`src/rtl/eth_rx_status_pkg.sv`:
```
package eth_rx_status_pkg;

  localparam int REG_W   = 32;
  localparam int CNT_W   = 5;
  localparam int CNT_LSB = 22;
  localparam int MORE_BIT = 21;

  // bit positions of the sticky flags
  localparam int B_MISS  = 0;
  localparam int B_ALIGN = 1;
  localparam int B_CRC   = 2;
  localparam int B_OVF   = 3;
  localparam int B_LONG  = 4;
  localparam int B_PAR   = 5;
  localparam int B_DONE  = 16;
  localparam int B_NOOWN = 17;
  localparam int B_MSO   = 18;
  localparam int B_FULL  = 19;
  localparam int B_EARLY = 20;

  localparam logic [REG_W-1:0] W1C_MASK    = 32'h001F_003E;
  localparam logic [REG_W-1:0] STICKY_MASK = 32'h001F_003F;

  typedef struct packed {
    logic missSet;
    logic missClr;
    logic alignSet;
    logic crcSet;
    logic ovfSet;
    logic longSet;
    logic parSet;
    logic doneSet;
    logic noOwnSet;
    logic msoSet;
    logic fullSet;
    logic earlySet;
  } statStrobes_t;

endpackage

```
`src/rtl/eth_rx_status_ctrl.sv`:
```
module eth_rx_status_ctrl
  import eth_rx_status_pkg::*;
#(
  parameter int BIT_CNT_W       = 14,
  parameter int MAX_FRAME_BYTES = 1518
) (
  input  logic                 frameEnd,
  input  logic [BIT_CNT_W-1:0] frameBits,
  input  logic                 crcBad,
  input  logic                 phyErrSeen,
  input  logic                 ignoreCrc,
  input  logic                 longEn,
  input  logic                 fifoFullWr,
  input  logic                 fifoParErr,
  input  logic                 missRoll,
  input  logic                 missCntRead,
  input  logic                 dmaFrameDone,
  input  logic                 dmaNotOwner,
  input  logic                 dmaMaxSizeOver,
  input  logic                 dmaBufFull,
  input  logic                 dmaLenTypeWr,
  output statStrobes_t         strb
);

  localparam int BYTE_W = BIT_CNT_W - 3;
  localparam logic [BYTE_W-1:0] MAX_BYTES = BYTE_W'(MAX_FRAME_BYTES);

  logic [BYTE_W-1:0] wholeBytes;
  logic              partialByte;
  logic              tooLong;

  assign wholeBytes  = frameBits[BIT_CNT_W-1:3];
  assign partialByte = |frameBits[2:0];
  assign tooLong     = wholeBytes > MAX_BYTES;

  always_comb begin
    strb          = '0;
    // frame classification happens only on the end-of-frame strobe
    strb.alignSet = frameEnd && partialByte && crcBad && !ignoreCrc;
    strb.crcSet   = frameEnd && (crcBad || phyErrSeen);
    strb.longSet  = frameEnd && tooLong && !longEn;
    // immediate events
    strb.ovfSet   = fifoFullWr;
    strb.parSet   = fifoParErr;
    strb.missSet  = missRoll;
    strb.missClr  = missCntRead;
    strb.doneSet  = dmaFrameDone;
    strb.noOwnSet = dmaNotOwner;
    strb.msoSet   = dmaMaxSizeOver;
    strb.fullSet  = dmaBufFull;
    strb.earlySet = dmaLenTypeWr;
  end

endmodule

```
`src/rtl/eth_rx_status_dp.sv`:
```
module eth_rx_status_dp
  import eth_rx_status_pkg::*;
(
  input  logic               clk,
  input  logic               rstN,
  input  statStrobes_t       strb,
  input  logic               regWrEn,
  input  logic [REG_W-1:0]   regWrData,
  input  logic [CNT_W-1:0]   bufFrameCnt,
  input  logic [REG_W-1:0]   irqMask,
  output logic [REG_W-1:0]   regRdData,
  output logic               irq
);

  logic [REG_W-1:0] sticky;
  logic [REG_W-1:0] setVec;
  logic [REG_W-1:0] clrVec;

  always_comb begin
    setVec          = '0;
    setVec[B_MISS]  = strb.missSet;
    setVec[B_ALIGN] = strb.alignSet;
    setVec[B_CRC]   = strb.crcSet;
    setVec[B_OVF]   = strb.ovfSet;
    setVec[B_LONG]  = strb.longSet;
    setVec[B_PAR]   = strb.parSet;
    setVec[B_DONE]  = strb.doneSet;
    setVec[B_NOOWN] = strb.noOwnSet;
    setVec[B_MSO]   = strb.msoSet;
    setVec[B_FULL]  = strb.fullSet;
    setVec[B_EARLY] = strb.earlySet;
  end

  always_comb begin
    clrVec         = regWrEn ? (regWrData & W1C_MASK) : '0;
    clrVec[B_MISS] = strb.missClr;
  end

  always_ff @(posedge clk or negedge rstN) begin
    if (!rstN) begin
      sticky <= '0;
    end else begin
      sticky <= ((sticky & ~clrVec) | setVec) & STICKY_MASK;
    end
  end

  always_comb begin
    regRdData = sticky;
    regRdData[CNT_LSB +: CNT_W] = bufFrameCnt;
    regRdData[MORE_BIT] = |bufFrameCnt;
  end

  assign irq = |(sticky & irqMask);

endmodule

```
`src/rtl/eth_rx_status.sv`:
```
module eth_rx_status
  import eth_rx_status_pkg::*;
#(
  parameter int BIT_CNT_W       = 14,
  parameter int MAX_FRAME_BYTES = 1518
) (
  input  logic                 clk,
  input  logic                 rstN,
  input  logic                 frameEnd,
  input  logic [BIT_CNT_W-1:0] frameBits,
  input  logic                 crcBad,
  input  logic                 phyErrSeen,
  input  logic                 ignoreCrc,
  input  logic                 longEn,
  input  logic                 fifoFullWr,
  input  logic                 fifoParErr,
  input  logic                 missRoll,
  input  logic                 missCntRead,
  input  logic                 dmaFrameDone,
  input  logic                 dmaNotOwner,
  input  logic                 dmaMaxSizeOver,
  input  logic                 dmaBufFull,
  input  logic                 dmaLenTypeWr,
  input  logic [4:0]           bufFrameCnt,
  input  logic                 regWrEn,
  input  logic [31:0]          regWrData,
  input  logic [31:0]          irqMask,
  output logic [31:0]          regRdData,
  output logic                 irq
);

  statStrobes_t strb;

  eth_rx_status_ctrl #(
    .BIT_CNT_W      (BIT_CNT_W),
    .MAX_FRAME_BYTES(MAX_FRAME_BYTES)
  ) ctrl_i (
    .frameEnd      (frameEnd),
    .frameBits     (frameBits),
    .crcBad        (crcBad),
    .phyErrSeen    (phyErrSeen),
    .ignoreCrc     (ignoreCrc),
    .longEn        (longEn),
    .fifoFullWr    (fifoFullWr),
    .fifoParErr    (fifoParErr),
    .missRoll      (missRoll),
    .missCntRead   (missCntRead),
    .dmaFrameDone  (dmaFrameDone),
    .dmaNotOwner   (dmaNotOwner),
    .dmaMaxSizeOver(dmaMaxSizeOver),
    .dmaBufFull    (dmaBufFull),
    .dmaLenTypeWr  (dmaLenTypeWr),
    .strb          (strb)
  );

  eth_rx_status_dp dp_i (
    .clk        (clk),
    .rstN       (rstN),
    .strb       (strb),
    .regWrEn    (regWrEn),
    .regWrData  (regWrData),
    .bufFrameCnt(bufFrameCnt),
    .irqMask    (irqMask),
    .regRdData  (regRdData),
    .irq        (irq)
  );

endmodule

```
`config.mk`:
```
export PLATFORM = sky130hd
export DESIGN_NAME = eth_rx_status
export DESIGN_NICKNAME = d
export VERILOG_FILES = /design/src/rtl/eth_rx_status_pkg.sv /design/src/rtl/eth_rx_status_ctrl.sv /design/src/rtl/eth_rx_status_dp.sv /design/src/rtl/eth_rx_status.sv
export SDC_FILE = /design/constraint.sdc
export NUM_CORES = 1
export LEC_CHECK = 0
export ABC_CLOCK_PERIOD_IN_PS = 1600
export BUFFER_PORTS_ARGS = -buffer_cell sky130_fd_sc_hd__buf_2
export CAP_MARGIN = 20
export CORE_UTILIZATION = 27
export DETAILED_ROUTE_END_ITERATION = 6
export GPL_ROUTABILITY_DRIVEN = 1
export GPL_TIMING_DRIVEN = 0
export PLACE_DENSITY = 0.86
export SLEW_MARGIN = 20
export SYNTH_ARGS = -nofsm -noshare
export SYNTH_HDL_FRONTEND = slang
export SYNTH_SLANG_ARGS = --single-unit
```
`constraint.sdc`:
```
create_clock -name clk -period 1.6 [get_ports clk]
set_clock_uncertainty 0.05 [all_clocks]
set_input_delay 0.08 -clock clk [delete_from_list [all_inputs] [get_ports clk]]
set_output_delay 0.08 -clock clk [all_outputs]
set_load 0.01 [all_outputs]
```
# Word-level counts from Yosys, hierarchy flattened
# Cells that the tools add are included.
[word_totals]
ff_bits = 11
latch_bits = 0
ram_bits = 0
mem_bits_ro = 0
input_bits = 100
out_inout_bits = 33
elab_cells = 19
mem_count = 0
[classes]
add_sub_neg = 0
mul = 0
div_mod_pow = 0
magnitude_cmp = 1
n_eq_ne = 0
n_shift = 0
muxes = 1
n_bitwise = 4
n_reduce_logical = 12
[ops]
columns = ["operator", "count"]
rows = [
  ["AND 21 x 32 -> 32 bit", 1],
  ["OR reduction 32 bit", 1],
  ["AND 21 bit", 1],
  ["two-way mux 21 bit", 1],
  ["NOT 21 bit", 1],
  ["bitwise OR 21 bit", 1],
  ["greater-than comparator 11 bit, second input constant", 1],
  ["logical AND 1 bit", 6],
  ["OR reduction 5 bit", 1],
  ["OR reduction 3 bit", 1],
  ["logical NOT 1 bit", 2],
  ["logical OR 1 bit", 1],
]

# Logic depth before layout (Yosys ltp)
# Gate-level depths: netlist of the first run.
[depth]
word_depth = 5
ltp_mapped = 4
mapped_depth_nobuf = 4

# Modules after synthesis
# A second synthesis of the first run with hierarchy kept.
[unflattened]
cells_unflattened = 83
hier_area_um2 = 759.5
[modules_own_cells]
columns = ["module", "n_inst", "cells_each", "area_per_inst_um2", "seq_area_each_um2"]
rows = [
  ["eth_rx_status_dp", 1, 65, 629.4, 275.3],
  ["eth_rx_status_ctrl", 1, 18, 130.1, 0.0],
]

# Worst setup path before layout of the first run
# No wires, ideal clock.
[synth_path]
path_type = "reg2out"
from = "register dp_i.sticky[16]"
to = "output irq"
arrival_time_ns = 1.013
t_required_ns = 1.470
path_slack_ns = 0.457
path_stages_with_launch = 5
n_path_buf = 0
cell_sequence = "dfrtp_1 -> a22o_1 -> a221oi_2 -> and3_1 -> nand2_1"
[synth_via]
elab_chain_cells = 2
[synth_rtl]
columns = ["element", "line_no", "source"]
rows = [
  ["start, declared", "eth_rx_status_dp.sv:15", "logic [REG_W-1:0] sticky;"],
  ["start signal, assigned", "eth_rx_status_dp.sv:43", "sticky <= ((sticky & ~clrVec) | setVec) & STICKY_MASK;"],
  ["AND 21 x 32 -> 32 bit", "eth_rx_status_dp.sv:53", "assign irq = |(sticky & irqMask);"],
  ["OR reduction 32 bit", "eth_rx_status_dp.sv:53", ""],
  ["end, declared", "eth_rx_status.sv:29", "output logic irq"],
]
# No other way between the ends.

# Worst setup path after layout of the first run
# Ends and elaborated chain as after synthesis.

==> run_results.csv, run 1 <==
group,metric,value,unit
run_status,status,"complete, no violations",
grt,overflow,0,
cells_and_area,n_fill_cell,225,
cells_and_area,stdcell_area,0.00130,mm²
sta,drv_slew,0,
synthesis,yosys_warnings,0,
floorplanning,fp.coreArea,0.00230,mm²
detailed_routing,drc,0,
sta,final_hold_viol_count,0,
sta,post-route-period-util,97.7,%
cells_and_area,drive_gt1_share,54.9,%
synthesis,synth_cell_types,18,
place,gp_congestion,0.655,
clock_tree,cts_root_buffer,"clkbuf_4",
synthesis,synth_xor_area_share,0,%
floorplanning,die_y,52.1,µm
grt,use_met2,34.4,%
place,placed_cells,191,
cells_and_area,final_common_cell,"buf_2",
synthesis,muxShareOfSynthArea,0,%
sta,worst_slack,0.0369,ns
worst_hold_path,holdCritStartpoint,"crcBad",
setup_path,path_class,"register to primary output",
run,maxCapViolations,0,
floorplanning,rows,17,
cells_and_area,multi_input_area,295,µm²
grt,use_met3,2.92,%
setup_path,reg2reg_from,"dp_i.sticky[4]$_DFF_PN0_",
synthesis,synth_seq_area_share,40.7,%
place,io_buffers,73,
synthesis,synth-adder-area-share,0,%
floorplanning,io_pins,133,
synthesis,synth_top_area_share,40.7,%
sta,rsz0062_at_grt,"true",
setup_path,required,1.47,ns
detailed_routing,routedWlPerCell,10.4,µm
grt,grt_pass1_vias,809,
setup_path,setup.worst_path.start,"dp_i.sticky[16]$_DFF_PN0_",
sta,fmax,640,MHz
detailed_routing,dr.pass1.iters,4,
detailed_routing,drt_iter0_drc,5,
cells_and_area,final_cells,210,
grt,grt_antenna_before_repair,0,
setup_path,critPathCaptureType,"primary output",
cells_and_area,nets,283,
sta,fin_tns_setup,0,ns
floorplanning,die_x,52.1,µm
synthesis,synth_area_leaders,"dfrtp_1 (41%), buf_4 (22%), nand2_1 (10%)",
cells_and_area,reg.largest.list,"dp_i.sticky x11",
clock_tree,cts.repair.resized,0,
cells_and_area,final_cell_mix,"buf_2 (74), buf_4 (22), nand2_1 (18)",
detailed_routing,vias,885,
clock_tree,cts.sinks,11,
synthesis,synth_compound_area_share,20.3,%
sta,hold_ws,0.00348,ns
floorplanning,dieArea,0.00271,mm²
pwr,power,0.763,mW
worst_hold_path,min_path_type,"input pin to register",
setup_path,crit_arrival,1.43,ns
synthesis,synth-edff-count,0,
grt,grt_usage,16.0,%
cells_and_area,fin_util,56.6,%
synthesis,ys_ff_latch,11,
place,place_area,0.00113,mm²
clock_tree,cts_tree,"yes",
setup_path,cp-start-kind,"register",
synthesis,synthCells,76,
clock_tree,numCtsBuffers,3,
clock_tree,cts_max_level,1,
pwr,power_leakage,0.744,nW
grt,grt_pass1_wl,3130,µm
place,place_ws,0.317,ns
synthesis,synth-main-ff-cell,"dfrtp_1",
cells_and_area,top_register,"dp_i.sticky",
floorplanning,initial_core_util,29.5,%
synthesis,synth_top_family_by_area,"buffers and inverters",
synthesis,synth_top_area_cell,"dfrtp_1",
pwr,irDropWorstVdd,0.260,mV
cells_and_area,largest_reg_flops,11,
synthesis,netlist_area,677,µm²
grt,busiest_layer,"met2",
clock_tree,clk_path_buf_depth,2,
synthesis,synthSimpleGateAreaFrac,15.0,%
detailed_routing,drtAntennaViolNets,0,
sta,fin_crit,1.56,ns
cells_and_area,syn2layout_area_growth,92.2,%
grt,grt_max_degree,12,
pwr,cellPowerDensity,587,mW/mm²
grt,groute.layer.met1.usage,13.6,%
clock_tree,clk_latency,0.27,ns
clock_tree,path_clk_slew,0.08,ns
cells_and_area,diodes,0,
sta,finalSetupViolCount,0,
setup_path,path_max_fanout,3,
synthesis,async_flop_share,100,%
synthesis,synth.avg_cell_area,8.91,µm²
cells_and_area,seq_area,275,µm²
detailed_routing,routed_wl,2180,µm
detailed_routing,viasPerCell,4.21,
## worst max-delay path, cell delays in order, from the launching register on
cell	delay [ns]
dfrtp_1	0.40
a22o_1	0.22
a221oi_2	0.18
and3_1	0.18
nand2_1	0.05
buf_2	0.14
## where the power goes
group | total [mW] | switching [mW] | leakage, nW | internal, mW
clock network | 0.194 | 0.0974 | 0.0150 | 0.0964
registers | 0.318 | 0.0182 | 0.117 | 0.300
logic | 0.252 | 0.102 | 0.612 | 0.150
## cells by family (layout without fill, tap and decap cells)
logic type      Yosys count  count (layout)
buf+inv                  22             114
flops                    11              11
simple gates             25              25
compound gates           17              17
other cells               1              15
## final cells by class
class                      instances  share of cell area [%]
inverter                           1                   0.288
timing repair buffer              88                    39.2
tap                               28                    2.69
clock buffer                       4                    2.02
sequential                        11                    21.2
multi-input combinational         57                    22.7
buffer                            21                    11.9
## synth_stat cells, drive strengths merged, types with 2 or more instances
cell type	n
buf	21
nand2	18
dfrtp	11
a21o	8
nor2	3
a22oi	2
nor3	2
o31ai	2
## path summary, 6_finish.rpt
kind	to	slack [ns]	cells past startpoint
setup / recovery	irq	0.04	5
hold / removal	dp_i.sticky[2]$_DFF_PN0_	0.003	3
setup reg to reg	dp_i.sticky[4]$_DFF_PN0_	0.37	3
hold reg to reg	dp_i.sticky[17]$_DFF_PN0_	0.46	1
max in group asynchronous	dp_i.sticky[4]$_DFF_PN0_	1.13	2
min in group asynchronous	dp_i.sticky[3]$_DFF_PN0_	0.16	2
## metal layers
layer	vias to the layer above	wire length (µm)
li1	437	-
met1	392	678
met2	54	1260
met3	2	229
met4	0	11
met5	-	0
## repair_timing
action,CTS,global route
hold endpoints to repair,22,0
hold buffers,13,0
setup endpoints to repair,0,1
buffers inserted,0,2
Note: power is estimated with default switching activity, not from simulation.
==> inputs of run 2 (changes only) <==
--- a/config.mk
+++ b/config.mk
@@ -13,6 +13,7 @@
 export GPL_ROUTABILITY_DRIVEN = 1
 export GPL_TIMING_DRIVEN = 0
 export PLACE_DENSITY = 0.86
+export RECOVER_POWER = 25
 export SLEW_MARGIN = 20
 export SYNTH_ARGS = -nofsm -noshare
 export SYNTH_HDL_FRONTEND = slang
==> run_results.csv, run 2 (same netlist as run 1, synthesis figures left out) <==
group,metric,value,unit
worst_hold_path,min_path_type,"input pin to register",
cells_and_area,diodes,0,
grt,grt_pass1_wl,3130,µm
detailed_routing,drtAntennaViolNets,0,
cells_and_area,final_cell_mix,"buf_2 (73), buf_4 (22), nand2_1 (18)",
clock_tree,path_clk_slew,0.08,ns
sta,post-route-period-util,97.7,%
run,maxCapViolations,0,
setup_path,crit_arrival,1.43,ns
sta,drv_slew,0,
clock_tree,cts.sinks,11,
detailed_routing,routedWlPerCell,10.4,µm
clock_tree,clk_latency,0.27,ns
sta,max_slew_margin,59.6,%
setup_path,path_max_fanout,3,
grt,grt_usage,16.0,%
cells_and_area,n_fill_cell,226,
sta,rsz0062_at_grt,"true",
grt,overflow,0,
detailed_routing,drc,0,
grt,grt_pass1_vias,809,
sta,tightest_slew,0.606,ns
floorplanning,rows,17,
sta,final_hold_viol_count,0,
sta,hold_ws,0.00348,ns
clock_tree,cts_root_buffer,"clkbuf_4",
run_status,status,"complete, no violations",
cells_and_area,syn2layout_area_growth,92.1,%
setup_path,cp-start-kind,"register",
cells_and_area,final_cells,210,
cells_and_area,top_register,"dp_i.sticky",
clock_tree,cts_max_level,1,
floorplanning,dieArea,0.00271,mm²
sta,finalSetupViolCount,0,
place,placed_cells,191,
clock_tree,clk_path_buf_depth,2,
pwr,power_leakage,0.741,nW
place,io_buffers,73,
cells_and_area,reg.largest.list,"dp_i.sticky x11",
floorplanning,die_y,52.1,µm
pwr,power,0.763,mW
setup_path,path_class,"register to primary output",
floorplanning,die_x,52.1,µm
grt,grt_max_degree,12,
detailed_routing,dr.pass1.iters,4,
floorplanning,io_pins,133,
clock_tree,cts_tree,"yes",
sta,fin_crit,1.56,ns
cells_and_area,final_common_cell,"buf_2",
cells_and_area,nets,283,
sta,fmax,640,MHz
pwr,cellPowerDensity,587,mW/mm²
detailed_routing,routed_wl,2180,µm
floorplanning,fp.coreArea,0.00230,mm²
detailed_routing,viasPerCell,4.21,
pwr,irDropWorstVdd,0.259,mV
setup_path,critPathCaptureType,"primary output",
clock_tree,numCtsBuffers,3,
clock_tree,cts.repair.resized,0,
place,gp_congestion,0.655,
cells_and_area,largest_reg_flops,11,
setup_path,required,1.47,ns
grt,grt_antenna_before_repair,0,
floorplanning,initial_core_util,29.5,%
detailed_routing,drt_iter0_drc,5,
sta,worst_slack,0.0369,ns
place,place_ws,0.317,ns
detailed_routing,vias,885,
cells_and_area,drive_gt1_share,54.4,%
==> run 2: cell count changes in the layout (fill, tap and decap cells not counted), sizes merged <==
cell,previous run,this run
clkbuf,4,5
buf,96,95
==> run 2: worst paths after layout <==
kind | from | end | slack, ns | cells past startpoint
min | crcBad | dp_i.sticky[2]$_DFF_PN0_ | 0.003 | 3
max in group asynchronous | rstN | dp_i.sticky[4]$_DFF_PN0_ | 0.82 | 2
max | dp_i.sticky[16]$_DFF_PN0_ | irq | 0.04 | 5
min in group asynchronous | rstN | dp_i.sticky[3]$_DFF_PN0_ | 0.28 | 2
max reg2reg | dp_i.sticky[4]$_DFF_PN0_ | dp_i.sticky[4]$_DFF_PN0_ | 0.37 | 3
min reg2reg | dp_i.sticky[17]$_DFF_PN0_ | dp_i.sticky[17]$_DFF_PN0_ | 0.46 | 1
==> run 2: cell type report <==
cell class / count / area, µm² / area share (%)
timing repair buffer: 88 / 509 / 39.2
multi-input combinational: 57 / 295 / 22.7
sequential: 11 / 275 / 21.2
buffer: 21 / 155 / 11.9
tap: 28 / 35.0 / 2.69
clock buffer: 4 / 26.3 / 2.02
inverter: 1 / 3.75 / 0.289
==> run 2: routing by layer <==
metal	up-vias	share of wire, %	wire (µm)	track usage, %
li1	437	-	-	-
met1	392	31	678	13.6
met2	54	58	1260	34.4
met3	2	11	229	2.92
met4	0	0.51	11	6.76
met5	-	0	0	0
==> run 2: per-stage QoR <==
step / util, % / TNS (ns) / area, µm²
floorplan: - / 0 / 729
CTS: 56.0 / 0 / 1290
global route: 56.6 / -0.0485 / 1300
global placement: 49.2 / 0 / 1130
detailed placement: 49.2 / 0 / 1130
finish: 56.6 / 0 / 1300
==> run 2: what timing repair did <==
| action | in CTS | in global routing |
|---|---|---|
| buffers inserted | 0 | 2 |
| setup endpoints to repair | 0 | 1 |
| hold endpoints to repair | 22 | 0 |
| hold buffers | 13 | 0 |
==> run 2: worst max-delay path, cell delays in order (launching register included) <==
cell and delay (ns):
dfrtp_1 0.40, a22o_1 0.22, a221oi_2 0.18, and3_1 0.18, nand2_1 0.05, buf_2 0.14
==> run 2: power by group <==
part           internal (mW)  switching (mW)
sequential             0.300          0.0182
combinational          0.149           0.102
clock                 0.0964          0.0974
total                  0.546           0.218
==> inputs of run 3 (changes only) <==
--- a/config.mk
+++ b/config.mk
@@ -5,6 +5,7 @@
 export SDC_FILE = /design/constraint.sdc
 export NUM_CORES = 1
 export LEC_CHECK = 0
+export ABC_AREA = 0
 export ABC_CLOCK_PERIOD_IN_PS = 1600
 export BUFFER_PORTS_ARGS = -buffer_cell sky130_fd_sc_hd__buf_2
 export CAP_MARGIN = 20
@@ -14,6 +15,7 @@
 export GPL_TIMING_DRIVEN = 0
 export PLACE_DENSITY = 0.86
 export RECOVER_POWER = 25
+export REMOVE_ABC_BUFFERS = 1
 export SLEW_MARGIN = 20
 export SYNTH_ARGS = -nofsm -noshare
 export SYNTH_HDL_FRONTEND = slang
==> run_results.csv, run 3 (same netlist as run 1, synthesis figures left out) <==
group,metric,value,unit
run_status,status,"complete, no violations",
grt,use_met2,26.9,%
grt,use_met3,6.43,%
detailed_routing,drc,0,
detailed_routing,drt_iter0_drc,7,
clock_tree,numCtsBuffers,3,
cells_and_area,syn2layout_area_growth,68.2,%
floorplanning,fp.coreArea,0.00230,mm²
clock_tree,cts_root_buffer,"clkbuf_4",
cells_and_area,seq_area,275,µm²
setup_path,rrSetupSlack,0.37,ns
grt,overflow,0,
setup_path,required,1.47,ns
setup_path,reg2reg_from,"dp_i.sticky[4]$_DFF_PN0_",
detailed_routing,routed_wl,1810,µm
cells_and_area,reg.largest.list,"dp_i.sticky x11",
clock_tree,cts_tree,"yes",
grt,grt_pass1_vias,657,
worst_hold_path,min_path_type,"input pin to register",
setup_path,critPathCaptureType,"primary output",
clock_tree,cts_max_level,1,
setup_path,cp-start-kind,"register",
run,maxCapViolations,0,
detailed_routing,viasPerCell,4.23,
floorplanning,dieArea,0.00271,mm²
setup_path,path_max_fanout,3,
pwr,power,0.709,mW
cells_and_area,drive_gt1_share,44.7,%
sta,fin_crit,1.57,ns
pwr,cellPowerDensity,622,mW/mm²
grt,grt_antenna_before_repair,0,
worst_hold_path,whs_endpoint,"dp_i.sticky[2]$_DFF_PN0_",
setup_path,r2r-end,"dp_i.sticky[4]$_DFF_PN0_",
sta,post-route-period-util,98.0,%
floorplanning,die_y,52.1,µm
pwr,irDropWorstVdd,0.364,mV
floorplanning,initial_core_util,29.5,%
cells_and_area,final_cell_mix,"buf_2 (68), nand2_1 (18), conb_1 (15)",
cells_and_area,multi_input_area,295,µm²
cells_and_area,diodes,0,
place,io_buffers,74,
setup_path,path_class,"register to primary output",
cells_and_area,nets,262,
detailed_routing,vias,799,
clock_tree,cts.sinks,11,
setup_path,crit_arrival,1.44,ns
sta,rsz0062_at_grt,"true",
place,placed_cells,171,
sta,hold_ws,0.0141,ns
grt,grt_pass1_wl,2570,µm
floorplanning,io_pins,133,
grt,groute.layer.met1.usage,12.1,%
clock_tree,clk_path_buf_depth,2,
pwr,power_leakage,0.616,nW
grt,busiest_layer,"met2",
cells_and_area,final_common_cell,"buf_2",
clock_tree,clk_latency,0.26,ns
grt,grt_max_degree,12,
detailed_routing,drtAntennaViolNets,0,
cells_and_area,largest_reg_flops,11,
detailed_routing,routedWlPerCell,9.60,µm
cells_and_area,n_fill_cell,241,
sta,max_slew_margin,59.7,%
place,hpwl,1500,µm
sta,fin_tns_setup,0,ns
worst_hold_path,holdCritStartpoint,"regWrData[2]",
sta,final_hold_viol_count,0,
setup_path,rr_worst_depth,3,
grt,grt_usage,13.6,%
sta,fmax,638,MHz
sta,tightest_slew,0.605,ns
cells_and_area,final_cells,189,
worst_hold_path,holdPathStages,4,
floorplanning,die_x,52.1,µm
clock_tree,cts_setup_buffers,0,
sta,finalSetupViolCount,0,
cells_and_area,top_register,"dp_i.sticky",
detailed_routing,dr.pass1.iters,4,
sta,drv_slew,0,
place,gp_congestion,0.644,
clock_tree,cts.repair.resized,0,
floorplanning,rows,17,
clock_tree,path_clk_slew,0.07,ns
[run 3: cell count changes in the layout (fill, tap and decap cells not counted), sizes merged]
cell and delta:
buf -27, clkbuf +5, dlygate4sd3 +1
[run 3: layout make-up]
cell class | instances | share of cell area (%)
inverter | 1 | 0.330
timing repair buffer | 88 | 44.2
tap | 28 | 3.08
multi-input combinational | 57 | 25.9
sequential | 11 | 24.2
clock buffer | 4 | 2.31
[run 3: worst max-delay path by stage]
| stage | startpoint | endpoint |
|---|---|---|
| 3_3_place_gp | dp_i.sticky[18]$_DFF_PN0_ | irq |
| 3_5_place_dp | dp_i.sticky[16]$_DFF_PN0_ | irq |
| 4_1_cts | dp_i.sticky[16]$_DFF_PN0_ | irq |
| 5_1_grt | dp_i.sticky[16]$_DFF_PN0_ | irq |
| 2_1_floorplan | dp_i.sticky[16]$_DFF_PN0_ | irq |
| 6_report | dp_i.sticky[16]$_DFF_PN0_ | irq |
[run 3: routing by layer]
metal	part of all wire, %	wire length (µm)
met1	36	661
met2	54	987
met3	9.1	165
met4	0	0
met5	0	0
[run 3: report_power, final]
part / leakage [nW] / switching, mW / internal (mW)
combinational: 0.484 / 0.0919 / 0.115
sequential: 0.117 / 0.0171 / 0.300
clock: 0.0150 / 0.0884 / 0.0964
[run 3: repair_timing]
item | CTS | global route
hold buffers | 14 | 0
endpoints found under the hold margin | 22 | 0
setup endpoints to repair | 0 | 1
[run 3: per-stage QoR]
stage / utilization (%) / cell area, µm² / setup slack (ns)
after CTS: 49.9 / 1150 / 0.0195
after global routing: 49.6 / 1140 / -0.0578
after detailed placement: 42.6 / 980 / 0.321
after floorplan: - / 574 / 0.457
final: 49.6 / 1140 / 0.0325
after global placement: 42.6 / 980 / 0.298
[run 3: critical path, stage by stage (launching register included)]
cell and delay, ns:
dfrtp_1 0.39, a22o_1 0.22, a221oi_2 0.18, and3_1 0.19, nand2_1 0.05, buf_2 0.15
